File: config.mk
export PLATFORM = sky130hd
export DESIGN_NAME = tw_prog_top
export DESIGN_NICKNAME = d
export VERILOG_FILES = /design/src/rtl/tw_prog_pkg.sv /design/src/rtl/tw_prog_rstsync.sv /design/src/rtl/tw_prog_sync.sv /design/src/rtl/tw_prog_shifter.sv /design/src/rtl/tw_prog_commit.sv /design/src/rtl/tw_prog_top.sv
export SDC_FILE = /design/constraint.sdc
export NUM_CORES = 1
export LEC_CHECK = 0
export ABC_AREA = 1
export ABC_CLOCK_PERIOD_IN_PS = 6500
export BUFFER_PORTS_ARGS = -buffer_cell sky130_fd_sc_hd__buf_2
export CAP_MARGIN = 20
export CORE_MARGIN = 8
export CORE_UTILIZATION = 53
export CTS_CLUSTER_SIZE = 12
export DETAILED_ROUTE_END_ITERATION = 8
export GPL_TIMING_DRIVEN = 1
export PLACE_DENSITY = 0.76
export SLEW_MARGIN = 20
export SYNTH_ARGS = -nofsm -noshare
export SYNTH_HDL_FRONTEND = slang
export SYNTH_SLANG_ARGS = --single-unit
File: constraint.sdc
create_clock -name clk -period 6.5 [get_ports clk]
set_input_delay 0.975 -clock clk [delete_from_list [all_inputs] [get_ports clk]]
set_output_delay 0.975 -clock clk [all_outputs]
set_load 0.03 [all_outputs]
File: src/rtl/tw_prog_pkg.sv
package tw_prog_pkg;

  typedef enum logic [1:0] {
    SLOT_LATCH    = 2'd0,
    SLOT_RESERVED = 2'd1,
    SLOT_UNMAPPED = 2'd2
  } slot_kind_e;

  // Sort an address into latch, test-only or unused space.
  function automatic slot_kind_e classify_addr(
    input int unsigned a,
    input int unsigned base,
    input int unsigned num,
    input int unsigned rsv_lo,
    input int unsigned rsv_hi
  );
    if (a == rsv_lo || a == rsv_hi)
      return SLOT_RESERVED;
    else if (a >= base && a < base + num)
      return SLOT_LATCH;
    else
      return SLOT_UNMAPPED;
  endfunction

endpackage

File: src/rtl/tw_prog_rstsync.sv
module tw_prog_rstsync (
  input  logic clk,
  input  logic arst_n,
  output logic rst_n
);
  logic st1_q;
  logic st2_q;

  always_ff @(posedge clk or negedge arst_n) begin
    if (!arst_n) begin
      st1_q <= 1'b0;
      st2_q <= 1'b0;
    end else begin
      st1_q <= 1'b1;
      st2_q <= st1_q;
    end
  end

  assign rst_n = st2_q;
endmodule

File: src/rtl/tw_prog_sync.sv
module tw_prog_sync #(
  parameter int        W       = 1,
  parameter logic      RST_VAL = 1'b0
) (
  input  logic         clk,
  input  logic         rst_n,
  input  logic [W-1:0] din,
  output logic [W-1:0] dout
);
  for (genvar i = 0; i < W; i++) begin : g_bit
    logic meta_q;
    logic sync_q;

    always_ff @(posedge clk or negedge rst_n) begin
      if (!rst_n) begin
        meta_q <= RST_VAL;
        sync_q <= RST_VAL;
      end else begin
        meta_q <= din[i];
        sync_q <= meta_q;
      end
    end

    assign dout[i] = sync_q;
  end
endmodule

File: src/rtl/tw_prog_shifter.sv
module tw_prog_shifter #(
  parameter int SR_W = 21
) (
  input  logic            clk,
  input  logic            rst_n,
  input  logic            sclk_s,
  input  logic            sdata_s,
  input  logic            en_n_s,
  output logic [SR_W-1:0] shift_q,
  output logic            load_req
);
  logic            sclk_d_q;
  logic            en_n_d_q;
  logic            sclk_rise;
  logic            shift_en;
  logic [SR_W-1:0] shift_nxt;

  // Next-state logic.
  always_comb begin
    sclk_rise = sclk_s & ~sclk_d_q;
    shift_en  = sclk_rise & ~en_n_s;
    shift_nxt = shift_q;
    if (shift_en)
      shift_nxt = {shift_q[SR_W-2:0], sdata_s};
    load_req  = en_n_s & ~en_n_d_q;
  end

  // Registers. The enable history resets to idle-high so that no load is
  // requested when reset is released.
  always_ff @(posedge clk or negedge rst_n) begin
    if (!rst_n) begin
      sclk_d_q <= 1'b0;
      en_n_d_q <= 1'b1;
      shift_q  <= '0;
    end else begin
      sclk_d_q <= sclk_s;
      en_n_d_q <= en_n_s;
      if (shift_en)
        shift_q <= shift_nxt;
    end
  end
endmodule

File: src/rtl/tw_prog_commit.sv
module tw_prog_commit
  import tw_prog_pkg::*;
#(
  parameter int DATA_W    = 17,
  parameter int ADDR_W    = 4,
  parameter int NUM_REGS  = 6,
  parameter int BASE_ADDR = 1,
  parameter int RSV_LO    = 0,
  parameter int RSV_HI    = 15,
  localparam int SR_W     = DATA_W + ADDR_W
) (
  input  logic                       clk,
  input  logic                       rst_n,
  input  logic                       load_req,
  input  logic [SR_W-1:0]            word,
  input  logic                       busy,
  output logic [NUM_REGS*DATA_W-1:0] cfg_q,
  output logic                       err_q,
  output logic [NUM_REGS-1:0]        latch_we,
  output logic                       pend_valid_q
);
  logic [SR_W-1:0]   pend_word_q;
  logic              pend_valid_nxt;
  logic [SR_W-1:0]   pend_word_nxt;
  logic              fire;
  logic [SR_W-1:0]   fire_word;
  logic [ADDR_W-1:0] fire_addr;
  logic [DATA_W-1:0] fire_data;
  slot_kind_e        fire_kind;
  logic              err_nxt;

  // Next-state logic: select a fresh or parked request and decode it.
  always_comb begin
    fire           = ~busy & (load_req | pend_valid_q);
    fire_word      = load_req ? word : pend_word_q;
    fire_addr      = fire_word[ADDR_W-1:0];
    fire_data      = fire_word[SR_W-1:ADDR_W];
    fire_kind      = classify_addr(32'(fire_addr), BASE_ADDR, NUM_REGS,
                                   RSV_LO, RSV_HI);
    pend_valid_nxt = pend_valid_q;
    pend_word_nxt  = pend_word_q;
    if (busy && load_req) begin
      pend_valid_nxt = 1'b1;
      pend_word_nxt  = word;
    end else if (!busy) begin
      pend_valid_nxt = 1'b0;
    end
    err_nxt = err_q | (fire & (fire_kind != SLOT_LATCH));
  end

  always_ff @(posedge clk or negedge rst_n) begin
    if (!rst_n) begin
      pend_valid_q <= 1'b0;
      pend_word_q  <= '0;
      err_q        <= 1'b0;
    end else begin
      pend_valid_q <= pend_valid_nxt;
      if (busy && load_req)
        pend_word_q <= pend_word_nxt;
      err_q <= err_nxt;
    end
  end

  // One latch for each mapped address.
  for (genvar k = 0; k < NUM_REGS; k++) begin : g_latch
    localparam logic [ADDR_W-1:0] MY_ADDR = ADDR_W'(BASE_ADDR + k);
    logic [DATA_W-1:0] val_q;

    assign latch_we[k] = fire & (fire_kind == SLOT_LATCH) &
                         (fire_addr == MY_ADDR);

    always_ff @(posedge clk or negedge rst_n) begin
      if (!rst_n)
        val_q <= '0;
      else if (latch_we[k])
        val_q <= fire_data;
    end

    assign cfg_q[k*DATA_W +: DATA_W] = val_q;
  end
endmodule

File: src/rtl/tw_prog_top.sv
module tw_prog_top #(
  parameter int DATA_W    = 17,
  parameter int ADDR_W    = 4,
  parameter int NUM_REGS  = 6,
  parameter int BASE_ADDR = 1,
  parameter int RSV_LO    = 0,
  parameter int RSV_HI    = 15
) (
  input  logic                       clk,
  input  logic                       arst_n,
  input  logic                       ser_clk,
  input  logic                       ser_data,
  input  logic                       ser_en_n,
  input  logic                       divider_read_busy,
  output logic [NUM_REGS*DATA_W-1:0] cfg_q,
  output logic                       addr_err
);
  localparam int SR_W = DATA_W + ADDR_W;

  logic            rst_sync_n;
  logic [1:0]      pins_s;
  logic            en_n_s;
  logic [SR_W-1:0] shift_q;
  logic            load_req;
  logic [NUM_REGS-1:0] latch_we;
  logic            pend_valid;

  tw_prog_rstsync u_rst (
    .clk    (clk),
    .arst_n (arst_n),
    .rst_n  (rst_sync_n)
  );

  tw_prog_sync #(.W(2), .RST_VAL(1'b0)) u_sync_cd (
    .clk   (clk),
    .rst_n (rst_sync_n),
    .din   ({ser_clk, ser_data}),
    .dout  (pins_s)
  );

  tw_prog_sync #(.W(1), .RST_VAL(1'b1)) u_sync_en (
    .clk   (clk),
    .rst_n (rst_sync_n),
    .din   (ser_en_n),
    .dout  (en_n_s)
  );

  tw_prog_shifter #(.SR_W(SR_W)) u_shift (
    .clk      (clk),
    .rst_n    (rst_sync_n),
    .sclk_s   (pins_s[1]),
    .sdata_s  (pins_s[0]),
    .en_n_s   (en_n_s),
    .shift_q  (shift_q),
    .load_req (load_req)
  );

  tw_prog_commit #(
    .DATA_W    (DATA_W),
    .ADDR_W    (ADDR_W),
    .NUM_REGS  (NUM_REGS),
    .BASE_ADDR (BASE_ADDR),
    .RSV_LO    (RSV_LO),
    .RSV_HI    (RSV_HI)
  ) u_commit (
    .clk          (clk),
    .rst_n        (rst_sync_n),
    .load_req     (load_req),
    .word         (shift_q),
    .busy         (divider_read_busy),
    .cfg_q        (cfg_q),
    .err_q        (addr_err),
    .latch_we     (latch_we),
    .pend_valid_q (pend_valid)
  );
endmodule

==> results of run 1 <==
[critical path, stage by stage (launching register included)]
cell and delay (ns):
dfstp_2 0.68, nand2_8 0.17, a21oi_4 0.58, nand4_4 0.58
nor2_4 0.51, nand2_1 0.12, nand2_1 0.09
[cell usage in the layout (no fill, tap or decap), types with 5 or more instances in the layout]
| cell | instances |
|---|---|
| buf_2 | 108 |
| clkbuf_1 | 5 |
| clkbuf_16 | 17 |
| dfrtp_1 | 152 |
| inv_1 | 43 |
| nand2_1 | 246 |
| nand3_1 | 6 |
| nand4_1 | 17 |
| nor2_4 | 5 |
| o21ai_0 | 141 |
| or2_2 | 17 |
[cells in the mapped netlist]
| cell type | count | share of area [%] |
|---|---|---|
| a21boi_0 | 1 | 0.12 |
| a21oi_1 | 1 | 0.078 |
| a21oi_4 | 1 | 0.25 |
| a31o_2 | 1 | 0.14 |
| buf_2 | 4 | 0.31 |
| buf_4 | 1 | 0.12 |
| buf_6 | 6 | 1.1 |
| clkbuf_1 | 25 | 1.5 |
| clkinv_1 | 1 | 0.059 |
| conb_1 | 1 | 0.059 |
| dfrtp_1 | 153 | 60 |
| dfstp_2 | 3 | 1.2 |
| inv_1 | 43 | 2.5 |
| inv_2 | 3 | 0.18 |
| mux2_2 | 1 | 0.18 |
| nand2_1 | 246 | 14 |
| nand2_2 | 1 | 0.098 |
| nand2_4 | 1 | 0.18 |
| nand2_8 | 1 | 0.31 |
| nand3_1 | 6 | 0.47 |
| nand3_4 | 1 | 0.27 |
| nand3b_1 | 1 | 0.12 |
| nand4_1 | 17 | 1.7 |
| nand4_2 | 1 | 0.20 |
| nand4_4 | 2 | 0.67 |
| nor2_1 | 2 | 0.12 |
| nor2_2 | 1 | 0.098 |
| nor2_4 | 5 | 0.88 |
| o21ai_0 | 141 | 11 |
| o21ai_1 | 1 | 0.078 |
| or2_2 | 17 | 1.7 |
[kinds of logic after synthesis]
kind of cell           Yosys count
AO/OA/AOI/OAI                  146
buffers and inverters           83
flip-flops                     156
multiplexers                     1
other                            1
AND/OR/NAND/NOR                302
[state kept, by name, indices dropped and copies added, names as in the netlist]
signal                  cells
u_commit.err_q              1
u_commit.g_latch.val_q    102
u_commit.pend_valid_q       1
u_commit.pend_word_q       21
u_rst.rst_n                 1
u_rst.st1_q                 1
u_shift.en_n_d_q            1
u_shift.sclk_d_q            1
u_shift.shift_q            21
u_sync_cd.g_bit.meta_q      2
u_sync_cd.g_bit.sync_q      2
u_sync_en.dout              1
u_sync_en.g_bit.meta_q      1
[per-stage QoR]
stage,setup slack [ns],cells
after detailed placement,3.47,911
after global routing,3.45,940
after global placement,3.52,911
after floorplan,1.84,689
after CTS,3.70,939
final,3.70,940
[layer usage]
metal  part of all wire [%]  routed length [um]
met5                      0                   0
met4                    1.8                 282
met3                    6.9                1060
met2                     48                7320
met1                     44                6710
[power breakdown]
group / internal, mW / total (mW) / switching (mW)
combinational: 0.226 / 0.929 / 0.703
clock: 0.507 / 0.856 / 0.349
sequential: 1.18 / 1.31 / 0.128
total: 1.91 / 3.09 / 1.18
[layout make-up]
class                   instances  area [um^2]
fillers                       986         4430
flip-flops and latches        156         3910
multi-input cells             450         2120
repair buffers                112          591
clock buffers                  25          485
well taps                     147          184
inverters                      47          176
clock inverters                 3         15.0
[worst min path at each step]
stage | start | to | cells past startpoint
detailed placement | u_rst.st1_q$_DFF_PN0_ | u_rst.rst_n$_DFF_PN0_ | 0
global placement | u_sync_cd.g_bit[0].meta_q$_DFF_PN0_ | u_sync_cd.g_bit[0].sync_q$_DFF_PN0_ | 0
finish | u_rst.rst_n$_DFF_PN0_ | u_shift.shift_q[15]$_DFFE_PN0P_ | 0
floorplan | u_rst.st1_q$_DFF_PN0_ | u_rst.rst_n$_DFF_PN0_ | 0
global route | arst_n | u_rst.rst_n$_DFF_PN0_ | 1
CTS | arst_n | u_rst.rst_n$_DFF_PN0_ | 1
==> results_dict.tcl, run 1 <==
set metrics [dict create \
    outcome "finished, final reports clean" \
    syn_inst 689 \
    min_path_type "reg -> async" \
    grt-busiest-layer "met2" \
    vias_per_cell 5.43 \
    grtUsageMet1_pct 26.0 \
    slew_violations 0 \
    finalPower_mw 3.09 \
    drive_gt1_share_pct 22.1 \
    clock-sinks 156 \
    dpl_cell_area_um2 6950 \
    r2r_end "u_commit.g_latch[5].val_q[9]$_DFFE_PN0P_" \
    synth_fp_nets 695 \
    ant_nets 0 \
    die-area_um2 15800 \
    crit_path_end "u_commit.g_latch[5].val_q[9]$_DFFE_PN0P_" \
    htreeDepth 4 \
    ctsResizeCount 0 \
    clk_latency_ns 0.42 \
    num_vias 5105 \
    peakVddDrop_v 0.000220 \
    final_nets 790 \
    rsz0062_at_grt "false" \
    min_period_ns 2.80 \
    wl_per_cell_um 16.4 \
    slew_headroom_pct 48.0 \
    critPathRequiredTime_ns 6.86 \
    portBuffers 108 \
    antenna_cells 0 \
    antenna_found_initial 0 \
    cp-startpoint "u_sync_en.dout$_DFF_PN1_" \
    final_hold_viol_count 0 \
    cts_buffer_depth 2 \
    fin_util_pct 62.8 \
    drt_pre_antenna_iters 5 \
    end_kind "flop" \
    cts_hold_buf 0 \
    syn_area_um2 6390 \
    arrival_ns 3.16 \
    stdcell_area_um2 7480 \
    syn_to_final_growth_pct 17.1 \
    grtUsageMet3_pct 5.70 \
    cts_buffers 17 \
    r2r-start "u_sync_en.dout$_DFF_PN1_" \
    start_util_pct 53.6 \
    synth_top_family_by_area "simple AND/OR/NAND/NOR gates" \
    grt_max_degree 92 \
    core_area_um2 11900 \
    synth-compound-area-share_pct 11.7 \
    whs_ns 0.300 \
    grt_overflow 0 \
    rows 40 \
    synthAdderAreaFrac_pct 0 \
    ys_seq_elements 156 \
    io_pins 109 \
    yosys.area_share.xor_xnor_pct 0 \
    drt-total-wl_mm 15.4 \
    cts_tree "built" \
    drt_iter0_drc 543 \
    path_class "reg -> reg" \
    grt.total_usage_pct 20.0 \
    rr_worst_depth 6 \
    tightest_slew_ns 0.780 \
    r2r_slack_ns 3.70 \
    cap_viol_max_count 0 \
    yosysSeqAreaShare_pct 61.2 \
    dieWidth_um 126 \
    grt_pass1_wl_mm 25.4 \
    grtUsageMet2_pct 31.0 \
    ys_warn_count 0 \
    gp_congestion 0.838 \
    cts_root_buffer "clkbuf_16" \
    die_h_um 126 \
    leakage_nw 4.16 \
    skew_ns 0.00609 \
    min_period_over_period_pct 43.1 \
    p_per_area_nw_per_um2 414 \
    fmaxAchievable_mhz 357 \
    setup_viol 0 \
    start_kind "flop" \
    muxShareOfSynthArea_pct 0.176 \
    clk_pin_slew_ns 0.06 \
    fin_tns_setup_ns 0 \
    first_global_vias 4950 \
    path_max_fanout 36 \
    hpwl_mm 10.7 \
    syn_avg_cell_area_um2 9.27 \
    yosys.area_share.simple_pct 21.2 \
    ys_types 31 \
    drc_errors 0 \
    postCtsSetupBuffers 0 \
]
Note: power is estimated with default switching activity, not from simulation.
==> run 2, diff against run 1 <==
ABC_AREA = 0   (was 1)
ABC_CLOCK_PERIOD_IN_PS = 2550   (was 6500)
CORE_UTILIZATION = 50   (was 53)
PLACE_DENSITY = 0.75   (was 0.76)
clock period = 2.55 ns   (was 6.5 ns; I/O delays follow)
==> results_dict.tcl, run 2 <==
set metrics [dict create \
    hpwl_mm 8.86 \
    power.internal_mw 4.66 \
    p_switching_mw 1.65 \
    clock-sinks 156 \
    syn_avg_cell_area_um2 15.3 \
    netlist_top_cells_count "153 x dfrtp_1, 112 x mux2_2, 53 x nand2_1" \
    grt_pass1_wl_mm 21.6 \
    finalPower_mw 6.31 \
    comb_power_share_pct 13.9 \
    end_kind "flop" \
    dieWidth_um 127 \
    p_seq_share_pct 45.4 \
    multiInputGateArea_um2 2140 \
    die-area_um2 16100 \
    ys_seq_elements 156 \
    ant_nets 0 \
    htreeDepth 4 \
    tightest_slew_ns 0.657 \
    wl_per_cell_um 18.8 \
    io_pins 109 \
    clk_latency_ns 0.42 \
    ys_async_sr_fraction_pct 100 \
    yosysSeqAreaShare_pct 63.5 \
    arrival_ns 2.62 \
    mostFrequentLayoutCells "152 x dfrtp_1, 112 x mux2_2, 108 x buf_2" \
    first_global_vias 4161 \
    clk_pin_slew_ns 0.06 \
    p_clk_share_pct 40.8 \
    slew_headroom_pct 56.2 \
    reg.largest.list "u_commit.g_latch.val_q x102, u_commit.pend_word_q x21, u_shift.shift_q x21" \
    cts_root_buffer "clkbuf_16" \
    fmaxAchievable_mhz 431 \
    path_class "reg -> reg" \
    seq_area_um2 3910 \
    start_util_pct 51.3 \
    cap_viol_max_count 0 \
    drc_errors 0 \
    rsz0062_at_grt "false" \
    largest_register_ff_count 102 \
    fin_util_pct 62.9 \
    min_period_ns 2.32 \
    skew_ns 0.00596 \
    drt_iter0_drc 202 \
    synth_flop_cell "dfrtp_1" \
    rows 40 \
    setup_viol 0 \
    min_period_over_period_pct 91.0 \
    vias_per_cell 5.33 \
    die_h_um 127 \
    drive_gt1_share_pct 52.4 \
    grt_max_degree 59 \
    regMostFlops "u_commit.g_latch.val_q" \
    syn_area_um2 6160 \
    antenna_cells 0 \
    leakage_nw 4.18 \
    final_hold_viol_count 0 \
    gp_congestion 0.817 \
    syn_inst 402 \
    layout_commonest_cell "dfrtp_1" \
    critPathMostFrequentCell "buf_4" \
    cts_buffer_depth 2 \
    synthTopCellsByArea "dfrtp_1 62%, mux2_2 20%, mux2_1 5.9%" \
    core_area_um2 12000 \
    num_vias 3675 \
    min_path_type "in -> reg" \
    fill_cells 921 \
    drt-total-wl_mm 13.0 \
    switching_share_pct 26.2 \
    start_kind "flop" \
    path_cells "nand2b_1 -> buf_4 -> a21oi_2 -> o221a_2 -> buf_4 -> mux2_2" \
    antenna_found_initial 0 \
    cts_buffers 17 \
    synth_fp_nets 408 \
    slew_violations 0 \
    critPathRequiredTime_ns 2.85 \
    drt_pre_antenna_iters 4 \
    peakVddDrop_v 0.000510 \
    cp_slowest_cell "dfstp_2" \
    ys_types 32 \
    path_max_fanout 17 \
    yosys.area.top_type_share_pct 62.2 \
    post-synth-top-count-cell "dfrtp_1" \
    grt_overflow 0 \
    cpPeakStageDelay_ns 0.59 \
    p_per_area_nw_per_um2 835 \
    ys_warn_count 0 \
    fin_tns_setup_ns 0 \
    cts_tree "built" \
    synth_edf_count 0 \
    yosysTopAreaCell "dfrtp_1" \
    outcome "finished, final reports clean" \
    grt.total_usage_pct 17.4 \
    syn_to_final_growth_pct 22.7 \
    portBuffers 108 \
    final_nets 536 \
]
==> run 2: worst max-delay path: cells and delay by family (launching register included) <==
family	cells	cell delay (ns)
AO/OA/AOI/OAI	2	0.50
buffers and inverters	2	0.53
flip-flops	1	0.59
multiplexers	1	0.37
AND/OR/NAND/NOR	1	0.20
==> run 2: routing by layer <==
| layer | track usage, % | vias to the layer above | part of all wire [%] |
|---|---|---|---|
| met5 | 0 | - | 0 |
| met4 | 6.79 | 0 | 1.6 |
| met3 | 7.03 | 16 | 7.0 |
| met2 | 28.3 | 104 | 50 |
| met1 | 20.1 | 1886 | 42 |
| li1 | - | 1669 | - |
==> run 2: metrics by stage <==
step,hold WS (ns),setup slack [ns],instances,cell area (um^2)
3_5_place_dp,0.173,0.238,657,6940
2_1_floorplan,0.0869,0.552,402,6160
6_report,0.0630,0.230,689,7560
5_1_grt,0.0416,0.0992,689,7560
4_1_cts,0.0440,0.215,689,7560
3_3_place_gp,0.168,0.327,657,6940
==> run 2: layout make-up <==
cell class	instances	share of cell area [%]
Timing Repair Buffer	125	9.37
Multi-Input combinational cell	227	28.3
Clock buffer	19	5.73
Clock inverter	12	2.29
Inverter	3	0.149
Tap cell	147	2.43
Sequential cell	156	51.8
==> run 2: repair_timing <==
action                                 4_1_cts  5_1_grt
endpoints found under the hold margin        2        0
buffers inserted                             0        0
gates resized for setup                      0        0
hold buffers                                 1        0
==> run 2: path summary, 6_finish.rpt <==
kind                                                     start                                        to  slack [ns]  cells past startpoint
max                                   u_sync_en.dout$_DFF_PN1_  u_commit.g_latch[3].val_q[6]$_DFFE_PN0P_        0.23                      6
min                                                   ser_en_n       u_sync_en.g_bit[0].meta_q$_DFF_PN1_        0.06                      1
max reg2reg                           u_sync_en.dout$_DFF_PN1_  u_commit.g_latch[3].val_q[6]$_DFFE_PN0P_        0.23                      6
min reg2reg                u_sync_cd.g_bit[0].meta_q$_DFF_PN0_       u_sync_cd.g_bit[0].sync_q$_DFF_PN0_        0.35                      0
max in group asynchronous                u_rst.rst_n$_DFF_PN0_                u_shift.en_n_d_q$_DFF_PN1_        1.43                      1
min in group asynchronous                               arst_n                     u_rst.rst_n$_DFF_PN0_        0.27                      2
==> run 2: cells by family (layout without fill, tap and decap cells) <==
family / after synthesis / count (layout) / share of synthesized area, %
multiplexers: 145 / 145 / 26.7
AO/OA/AOI/OAI: 10 / 10 / 1.75
AND/OR/NAND/NOR: 71 / 71 / 6.06
other: 1 / 1 / 0.0609
flip-flops: 156 / 156 / 63.5
buffers and inverters: 19 / 159 / 1.97
==> run 2: power groups by stage <==
stage / Clock (mW) / Sequential (mW) / Combinational (mW)
2_1_floorplan: 0 / 3.04 / 0.470
3_3_place_gp: 0 / 2.88 / 0.856
3_5_place_dp: 0 / 2.90 / 0.877
4_1_cts: 2.63 / 2.86 / 0.886
5_1_grt: 2.73 / 2.89 / 0.944
6_report: 2.57 / 2.86 / 0.876
==> run 3, diff against run 2 <==
BUFFER_PORTS_ARGS = unset   (was -buffer_cell sky130_fd_sc_hd__buf_2)
CORE_UTILIZATION = 53   (was 50)
DONT_BUFFER_PORTS = 1   (was unset)
PLACE_DENSITY = 0.71   (was 0.75)
==> results_dict.tcl, run 3 (synthesized netlist as in run 2, its figures left out) <==
set metrics [dict create \
    drt_pre_antenna_iters 4 \
    final_nets 434 \
    cp_slowest_cell "dfstp_2" \
    largest_register_ff_count 102 \
    num_vias 3224 \
    tightest_slew_ns 0.549 \
    io_pins 109 \
    grt_pass1_wl_mm 20.1 \
    p_per_area_nw_per_um2 871 \
    dieWidth_um 124 \
    drc_errors 0 \
    comb_power_share_pct 9.9 \
    skew_ns 0.00794 \
    place_ws_ns 0.133 \
    leakage_nw 3.62 \
    die_h_um 124 \
    core_area_um2 11400 \
    die-area_um2 15300 \
    setup_viol 0 \
    start_util_pct 54.2 \
    cts_buffer_depth 2 \
    final_hold_viol_count 0 \
    htreeDepth 4 \
    drt_iter0_drc 213 \
    fmaxAchievable_mhz 456 \
    grtUsageMet2_pct 28.4 \
    grt.total_usage_pct 17.4 \
    switching_share_pct 26.7 \
    gp_congestion 0.780 \
    power.internal_mw 4.51 \
    vias_per_cell 5.52 \
    slew_headroom_pct 63.2 \
    multiInputGateArea_um2 2140 \
    postCtsSetupBuffers 0 \
    clk_pin_slew_ns 0.06 \
    clk_latency_ns 0.41 \
    grt_max_degree 53 \
    drive_gt1_share_pct 41.3 \
    finalPower_mw 6.15 \
    cap_viol_max_count 0 \
    path_max_fanout 17 \
    clock-sinks 156 \
    path_cells "nand2b_2 -> a21oi_2 -> o221a_2 -> buf_4 -> mux2_2" \
    rsz0062_at_grt "false" \
    fill_cells 833 \
    p_seq_share_pct 49.4 \
    antenna_found_initial 0 \
    wl_per_cell_um 21.0 \
    cpPeakStageDelay_ns 0.61 \
    antenna_cells 0 \
    mostFrequentLayoutCells "152 x dfrtp_1, 112 x mux2_2, 53 x nand2_1" \
    min_period_ns 2.19 \
    rows 39 \
    grt-busiest-layer "met2" \
    peakVddDrop_v 0.000773 \
    layout_commonest_cell "dfrtp_1" \
    grtUsageMet3_pct 6.03 \
    grtUsageMet1_pct 21.2 \
    p_switching_mw 1.64 \
    arrival_ns 2.48 \
    end_kind "flop" \
    cts_buffers 17 \
    critPathRequiredTime_ns 2.84 \
    fin_ws_ns 0.358 \
    start_kind "flop" \
    regMostFlops "u_commit.g_latch.val_q" \
    grt_overflow 0 \
    drt-total-wl_mm 12.3 \
    hpwl_mm 8.60 \
    first_global_vias 3577 \
    cts_root_buffer "clkbuf_16" \
    min_period_over_period_pct 86.0 \
    ant_nets 0 \
    min_path_type "in -> reg" \
    syn_to_final_growth_pct 14.7 \
    cts_tree "built" \
    slew_violations 0 \
    seq_area_um2 3910 \
    portBuffers 0 \
    outcome "finished, final reports clean" \
    fin_tns_setup_ns 0 \
    reg.largest.list "u_commit.g_latch.val_q x102, u_commit.pend_word_q x21, u_shift.shift_q x21" \
    path_class "reg -> reg" \
    p_clk_share_pct 40.7 \
]
## run 3: cell types whose count changed in the layout (fill, tap and decap cells not counted), sizes merged
cell	previous run	this run
clkbuf	19	21
buf	124	19
dlygate4sd3	1	4
bufinv	4	2
clkinv	6	4
inv	3	6
## run 3: per-layer routing
metal	vias up	wire length, um	part of all wire (%)
li1	1457	-	-
met1	1679	4950	40
met2	74	6240	51
met3	14	951	7.7
met4	0	150	1.2
met5	-	0	0
## run 3: cell type report
class                           count  share of cell area [%]
Sequential cell                   156                    55.4
Multi-Input combinational cell    227                    30.3
Clock buffer                       21                    6.66
Timing Repair Buffer               23                    3.12
Tap cell                          143                    2.53
Clock inverter                     11                    1.88
Inverter                            3                   0.159
## run 3: per-stage QoR
stage	std cells	instance area [um^2]	hold slack (ns)	utilization, %
6_report	584	7060	0.113	62.1
3_3_place_gp	548	6420	0.0870	56.4
4_1_cts	584	7060	0.104	62.1
5_1_grt	584	7060	0.110	62.1
2_1_floorplan	402	6160	0.0869	-
3_5_place_dp	548	6420	0.0870	56.4
## run 3: worst max-delay path: cells and delay by family, from the launching register on
kind | cells | cell delay, ns
buffers and inverters | 1 | 0.30
and+or+nand+nor | 1 | 0.21
muxes | 1 | 0.38
DFF | 1 | 0.61
AOI/OAI and AO/OA | 2 | 0.56
## run 3: repair_timing
item	in CTS	in global routing
hold endpoints to repair	5	0
resized for setup	0	1
hold buffers	4	0
setup endpoints to repair	0	1
## run 3: final timing paths
kind                                          start                                         to  slack (ns)  cells after the start
max in group asynchronous     u_rst.rst_n$_DFF_PN0_  u_commit.g_latch[1].val_q[10]$_DFFE_PN0P_        1.47                      1
setup reg to reg           u_sync_en.dout$_DFF_PN1_  u_commit.g_latch[3].val_q[13]$_DFFE_PN0P_        0.36                      5
setup / recovery           u_sync_en.dout$_DFF_PN1_  u_commit.g_latch[3].val_q[13]$_DFFE_PN0P_        0.36                      5
hold reg to reg               u_rst.rst_n$_DFF_PN0_   u_commit.g_latch[4].val_q[2]$_DFFE_PN0P_        0.30                      0
min in group asynchronous                    arst_n                      u_rst.rst_n$_DFF_PN0_        0.19                      1
hold / removal                    divider_read_busy          u_commit.pend_valid_q$_DFFE_PN0P_        0.11                      1
## run 3: power by group through the flow
stage	Combinational, mW	Clock (mW)	Sequential (mW)
after global placement	0.593	0	3.07
after global routing	0.680	2.68	3.07
final	0.612	2.50	3.04
after CTS	0.625	2.56	3.04
after floorplan	0.470	0	3.04
after detailed placement	0.617	0	3.08
